**src/rtl/uart_tag_tx_pkg.sv**
```systemverilog
package uart_tag_tx_pkg;

  // Two marker bits sit above the data bits in the shift register.
  localparam int unsigned TAG_BITS = 2;

  typedef enum logic [1:0] {
    TXM_IDLE  = 2'd0,
    TXM_LOAD  = 2'd1,
    TXM_SHIFT = 2'd2
  } txm_e;

  function automatic txm_e txm_decode(input logic load, input logic done);
    txm_e m;
    if (load)       m = TXM_LOAD;
    else if (!done) m = TXM_SHIFT;
    else            m = TXM_IDLE;
    return m;
  endfunction

endpackage

```
**src/rtl/uart_tag_baud_div.sv**
```systemverilog
module uart_tag_baud_div #(
  parameter int unsigned OVERSAMPLE = 16
) (
  input  logic clk,
  input  logic rst,
  output logic tick_o
);
  localparam int unsigned CNT_W = (OVERSAMPLE > 1) ? $clog2(OVERSAMPLE) : 1;
  localparam logic [CNT_W-1:0] LAST = CNT_W'(OVERSAMPLE - 1);

  logic [CNT_W-1:0] cnt_q;

  always_ff @(posedge clk) begin
    if (rst)                cnt_q <= '0;
    else if (cnt_q == LAST) cnt_q <= '0;
    else                    cnt_q <= cnt_q + 1'b1;
  end

  assign tick_o = (cnt_q == LAST);

  generate
    if (OVERSAMPLE > 1) begin : g_gap_chk

      tick_gap_chk: assert property (@(posedge clk) disable iff (rst)
        tick_o |=> !tick_o);
    end
  endgenerate

endmodule

```
**src/rtl/uart_tag_hold.sv**
```systemverilog
module uart_tag_hold #(
  parameter int unsigned DATA_W = 8
) (
  input  logic              clk,
  input  logic              rst,
  input  logic              wr_stb_i,
  input  logic [DATA_W-1:0] wr_data_i,
  input  logic              odd_i,
  input  logic              tick_i,
  input  logic              done_i,
  output logic              load_o,
  output logic [DATA_W-1:0] data_o,
  output logic              odd_o,
  output logic              rdy_o
);
  logic wr_q;
  logic pend_q;
  logic pend_d;
  logic wr_rise;

  assign wr_rise = wr_stb_i & ~wr_q;
  assign load_o  = tick_i & done_i & pend_q;

  always_comb begin
    pend_d = pend_q;
    if (wr_rise)     pend_d = 1'b1;
    else if (load_o) pend_d = 1'b0;
  end

  always_ff @(posedge clk) begin
    if (rst) begin
      wr_q   <= 1'b0;
      pend_q <= 1'b0;
      rdy_o  <= 1'b1;
      data_o <= '0;
      odd_o  <= 1'b0;
    end else begin
      wr_q   <= wr_stb_i;
      pend_q <= pend_d;
      rdy_o  <= ~pend_d;
      if (wr_rise) begin
        data_o <= wr_data_i;
        odd_o  <= odd_i;
      end
    end
  end


  rdy_drop_chk: assert property (@(posedge clk) disable iff (rst)
    wr_rise |=> !rdy_o);

  rdy_rise_chk: assert property (@(posedge clk) disable iff (rst)
    (load_o && !wr_rise) |=> rdy_o);

  coincide_hold_chk: assert property (@(posedge clk) disable iff (rst)
    (load_o && wr_rise) |=> (!rdy_o && !load_o));

endmodule

```
**src/rtl/uart_tag_shift.sv**
```systemverilog
module uart_tag_shift #(
  parameter int unsigned DATA_W = 8
) (
  input  logic              clk,
  input  logic              rst,
  input  logic              tick_i,
  input  logic              load_i,
  input  logic [DATA_W-1:0] data_i,
  input  logic              odd_i,
  output logic              done_o,
  output logic              tx_o
);
  import uart_tag_tx_pkg::*;

  localparam int unsigned SR_W = DATA_W + TAG_BITS;

  logic [SR_W-1:0] sreg_q;
  logic            par_q;
  logic            par_slot;

  // The frame is over once both markers have left the register.
  assign done_o   = (sreg_q == '0);
  // The second marker at bit 1, with nothing above it, marks the parity slot.
  assign par_slot = (sreg_q[SR_W-1:2] == '0) && sreg_q[1];

  always_ff @(posedge clk) begin
    if (rst) begin
      sreg_q <= '0;
      par_q  <= 1'b0;
      tx_o   <= 1'b1;
    end else if (tick_i) begin
      if (load_i) begin
        sreg_q <= {{TAG_BITS{1'b1}}, data_i};
        par_q  <= odd_i;
        tx_o   <= 1'b0;
      end else if (!done_o) begin
        sreg_q <= {1'b0, sreg_q[SR_W-1:1]};
        if (par_slot) begin
          tx_o <= par_q;
        end else begin
          tx_o  <= sreg_q[0];
          par_q <= par_q ^ sreg_q[0];
        end
      end else begin
        tx_o <= 1'b1;
      end
    end
  end


  tx_hold_chk: assert property (@(posedge clk) disable iff (rst)
    !tick_i |=> $stable(tx_o));

  start_bit_chk: assert property (@(posedge clk) disable iff (rst)
    load_i |=> !tx_o);

  load_when_free_chk: assert property (@(posedge clk) disable iff (rst)
    load_i |-> done_o);

  tag_pair_chk: assert property (@(posedge clk) disable iff (rst)
    par_slot |-> sreg_q[0]);

endmodule

```
**src/rtl/uart_tag_tx.sv**
```systemverilog
module uart_tag_tx #(
  parameter int unsigned DATA_W     = 8,
  parameter int unsigned OVERSAMPLE = 16
) (
  input  logic              clk,
  input  logic              rst,
  input  logic              wr_stb,
  input  logic [DATA_W-1:0] wr_data,
  input  logic              odd_par,
  output logic              tx,
  output logic              tx_rdy
);
  import uart_tag_tx_pkg::*;

  logic              tick;
  logic              load;
  logic              done;
  logic [DATA_W-1:0] held_data;
  logic              held_odd;
  txm_e              mode;

  uart_tag_baud_div #(.OVERSAMPLE(OVERSAMPLE)) u_div (
    .clk    (clk),
    .rst    (rst),
    .tick_o (tick)
  );

  uart_tag_hold #(.DATA_W(DATA_W)) u_hold (
    .clk       (clk),
    .rst       (rst),
    .wr_stb_i  (wr_stb),
    .wr_data_i (wr_data),
    .odd_i     (odd_par),
    .tick_i    (tick),
    .done_i    (done),
    .load_o    (load),
    .data_o    (held_data),
    .odd_o     (held_odd),
    .rdy_o     (tx_rdy)
  );

  uart_tag_shift #(.DATA_W(DATA_W)) u_shift (
    .clk    (clk),
    .rst    (rst),
    .tick_i (tick),
    .load_i (load),
    .data_i (held_data),
    .odd_i  (held_odd),
    .done_o (done),
    .tx_o   (tx)
  );

  assign mode = txm_decode(load, done);


  idle_line_chk: assert property (@(posedge clk) disable iff (rst)
    (mode == TXM_IDLE) |-> tx);

endmodule

```
**config.mk**
```make
export PLATFORM = sky130hd
export DESIGN_NAME = uart_tag_tx
export DESIGN_NICKNAME = d
export VERILOG_FILES = /design/src/rtl/uart_tag_tx_pkg.sv /design/src/rtl/uart_tag_baud_div.sv /design/src/rtl/uart_tag_hold.sv /design/src/rtl/uart_tag_shift.sv /design/src/rtl/uart_tag_tx.sv
export SDC_FILE = /design/constraint.sdc
export NUM_CORES = 1
export LEC_CHECK = 0
export BUFFER_PORTS_ARGS = -buffer_cell sky130_fd_sc_hd__buf_4
export CORE_ASPECT_RATIO = 1.25
export CORE_UTILIZATION = 32
export CTS_CLUSTER_DIAMETER = 60
export DETAILED_ROUTE_END_ITERATION = 7
export PLACE_DENSITY_LB_ADDON = 0.3
export SETUP_SLACK_MARGIN = 0.15
export SKIP_LAST_GASP = 1
export SLEW_MARGIN = 25
export SYNTH_ARGS = -nofsm -noshare
export SYNTH_HDL_FRONTEND = slang
export SYNTH_SLANG_ARGS = --single-unit
```
**constraint.sdc**
```tcl
create_clock -name clk -period 2.21 [get_ports clk]
set_input_delay 0.442 -clock clk [delete_from_list [all_inputs] [get_ports clk]]
set_output_delay 0.442 -clock clk [all_outputs]
set_load 0.01 [all_outputs]
```
==> impl_metrics.ini <==
[logic_synthesis]
synth_fp_nets = 148
synth_area_mm2 = 0.00120
yosysWarningCount = 0
ys_ff_latch = 28
yosysTopAreaCellShare = 0.466
synth_area_leader_cell = dfxtp_1
syn-instance-count = 135
avgSynthCellArea_um2 = 8.91
synthTopCellsByArea = dfxtp_1 (47%), a21oi_1 (6.2%), nand2_1 (5.6%), nor4_2 (4.2%), nor2_1 (3.1%)
synth.lib_cells_used.distinct = 35
synth.yosys.seq_area_share = 0.466

[worst_setup_path]
critical_path.slowest_cell = or4_4
crit_chain = or4_4 -> nor4_4 -> a2111oi_0 -> nor4_2
regToRegStartpoint = u_shift.sreg_q[2]
r2r.worst_path.cells = 4
reg2reg_to = u_shift.sreg_q[2]
critical_path_arrival_ns = 2.08
r2r_slack_ns = 0.32
cp-start-kind = flip-flop
path_class = flip-flop to flip-flop
worstPathRequired_ns = 2.40
cp_num_buf_inv = 0
crit_fanout = 7
end_kind = flip-flop
crit_family = simple AND/OR/NAND/NOR gates
critPathMaxStageDelay_ns = 0.59

[global_route]
overflow = 0
grt_max_degree = 26
grt_pass1_wl_um = 4460
grt_pass1_vias = 1001
grt_usage = 0.139
antenna_found_initial = 0

[sta]
worst_pin_slew_ns = 0.651
max_freq_mhz = 529
setup_tns_ns = 0
hold_slack_ns = 0.399
min_period_over_period = 0.856
skew_ns = 0.00345
setup_violations = 0
slew_headroom = 0.562
min_period_ns = 1.89
finalMaxSlewViolations = 0
rsz0062_at_grt = no
finalHoldViolations = 0

[pwr]
power_frac_seq = 0.608
comb_power_share = 0.084
internal-power_uw = 680
p_leak_uw = 0.000498
switching_share = 0.227
clock_power_share = 0.308
p_switching_uw = 200
ir_drop_v = 0.000337
powerDensity_mw_per_mm2 = 640
design_power_total_uw = 880

[floorplan]
start_util = 0.339
fp.dieH_um = 70.5
die-area_mm2 = 0.00401
core_area_mm2 = 0.00354
rows = 24
num_io_pins = 14
die_w_um = 56.8

[clock_network]
postCtsHoldBufs = 0
cts_resized = 0
clkTransAtPathRegs_ns = 0.09
cts_tree = built
clk_latency_ns = 0.27
cts.sinks = 28
post_cts_buffers = 0
cts_buffers = 3
cts-root-buf = clkbuf_8
htree_levels = 1
clock_path_buffers = 2

[worst_hold_path]
holdPathStages = 2
hp-class = input port to flip-flop
holdCritStartpoint = wr_stb
min_to = u_hold.wr_q

[cells_and_area]
area_delta_synth_final_pct = 14.4
fin_cells = 184
layout.nets = 160
diodes = 0
final_layout_size_suffix_gt1_frac = 0.193
fillers = 393

[drt]
wl_per_cell_um = 13.9
drt_pass1_iterations = 4
ant_nets = 0
wl_um = 2560
drc_errors = 0
drt_iter0_markers = 33
drt-vias-per-instance = 5.48
vias = 1009

[placement]
dp_hpwl_um = 1830
portBuffers = 13
numPlacedInstances = 181
place_congestion = 0.880

[status]
status = finished, final reports clean

[flow_run]
maxCapViolCount = 0
[per-stage QoR]
step / utilization / cell area (um2) / setup slack (ns)
2_1_floorplan: - / 1200 / 0.516
3_3_place_gp: 0.376 / 1330 / 0.432
3_5_place_dp: 0.376 / 1330 / 0.327
4_1_cts: 0.388 / 1380 / 0.308
5_1_grt: 0.388 / 1380 / 0.173
6_report: 0.388 / 1380 / 0.318
[state kept, by name, summed over array words and instances, names as in the netlist]
| register | flops |
|---|---|
| u_shift.par_q | 1 |
| u_shift.tx_o | 1 |
| u_hold.odd_o | 1 |
| u_hold.rdy_o | 1 |
| u_hold.data_o | 8 |
| u_hold.wr_q | 1 |
| u_hold.pend_q | 1 |
| u_div.cnt_q | 4 |
| u_shift.sreg_q | 10 |
[per-layer routing]
layer  up-vias  global-route usage  share of wire
met2        23               0.233           0.50
met3         8              0.0256          0.029
met5         -                   0              0
met1       465               0.175           0.45
li1        513                   -              -
met4         0              0.0596          0.023
[how the worst max path moves through the flow]
stage                            startpoint                end  cells past startpoint
after floorplan           u_shift.sreg_q[2]  u_shift.sreg_q[2]                      4
after global placement    u_shift.sreg_q[2]  u_shift.sreg_q[2]                      4
after detailed placement  u_shift.sreg_q[2]  u_shift.sreg_q[3]                      4
after CTS                 u_shift.sreg_q[2]  u_shift.sreg_q[3]                      4
after global routing      u_shift.sreg_q[2]  u_shift.sreg_q[5]                      4
final                     u_shift.sreg_q[2]  u_shift.sreg_q[2]                      4
[power by group through the flow]
stage               sequential, uW  combinational [uW]  clock [uW]
floorplan                      543                47.9           0
global placement               546                72.2           0
detailed placement             547                74.9           0
CTS                            536                75.2         277
global route                   538                84.7         299
finish                         535                73.8         271
[cells by family (layout without fill, tap and decap cells)]
| family | after synthesis | after routing | share of synthesized area |
|---|---|---|---|
| muxes | 1 | 1 | 0.00936 |
| AOI/OAI and AO/OA | 32 | 32 | 0.173 |
| and+or+nand+nor | 60 | 60 | 0.293 |
| DFF | 28 | 28 | 0.466 |
| xor gates and xnor gates | 1 | 1 | 0.00729 |
| adders and majority gates | 1 | 1 | 0.0104 |
| buffers and inverters | 12 | 22 | 0.0406 |
[Yosys cell counts (all sizes together)]
library cell and instances:
nand3 2, nor2 10, a211o 1, or3b 1, o31ai 1, a311oi 1, and3 3, nand2b 2
nor4 10, xnor2 1, nor2b 3, inv 3, nand2 18, o311a 1, or4 3, a211oi 2
o41ai 1, nand4b 1, nor3 5, buf 1, or3 1, a2111oi 4, mux2 1, a21oi 15
o21ai 2, o311ai 1, dfxtp 28, ha 1, o21bai 1, nand4 1, a31oi 2, clkbuf 8
[layout make-up]
type / count / area, um2 / area share
Timing Repair Buffer: 16 / 120 / 0.0874
Tap cell: 39 / 48.8 / 0.0355
Inverter: 3 / 11.3 / 0.00819
Clock buffer: 3 / 41.3 / 0.0300
Multi-Input combinational cell: 95 / 593 / 0.431
Sequential cell: 28 / 561 / 0.408
[cells in the final DEF (no fill, tap or decap), drive strengths merged, types with 2 or more instances in the layout]
| cell type | count |
|---|---|
| a2111oi | 4 |
| dfxtp | 28 |
| a211oi | 2 |
| nor2 | 10 |
| or4 | 3 |
| nand2 | 18 |
| a31oi | 2 |
| and3 | 3 |
| nor3 | 5 |
| nor2b | 3 |
| nor4 | 10 |
| clkbuf | 3 |
| inv | 3 |
| buf | 16 |
| a21oi | 15 |
| o21ai | 2 |
| nand2b | 2 |
| nand3 | 2 |
No activity file was read; power rests on OpenSTA's default activity.
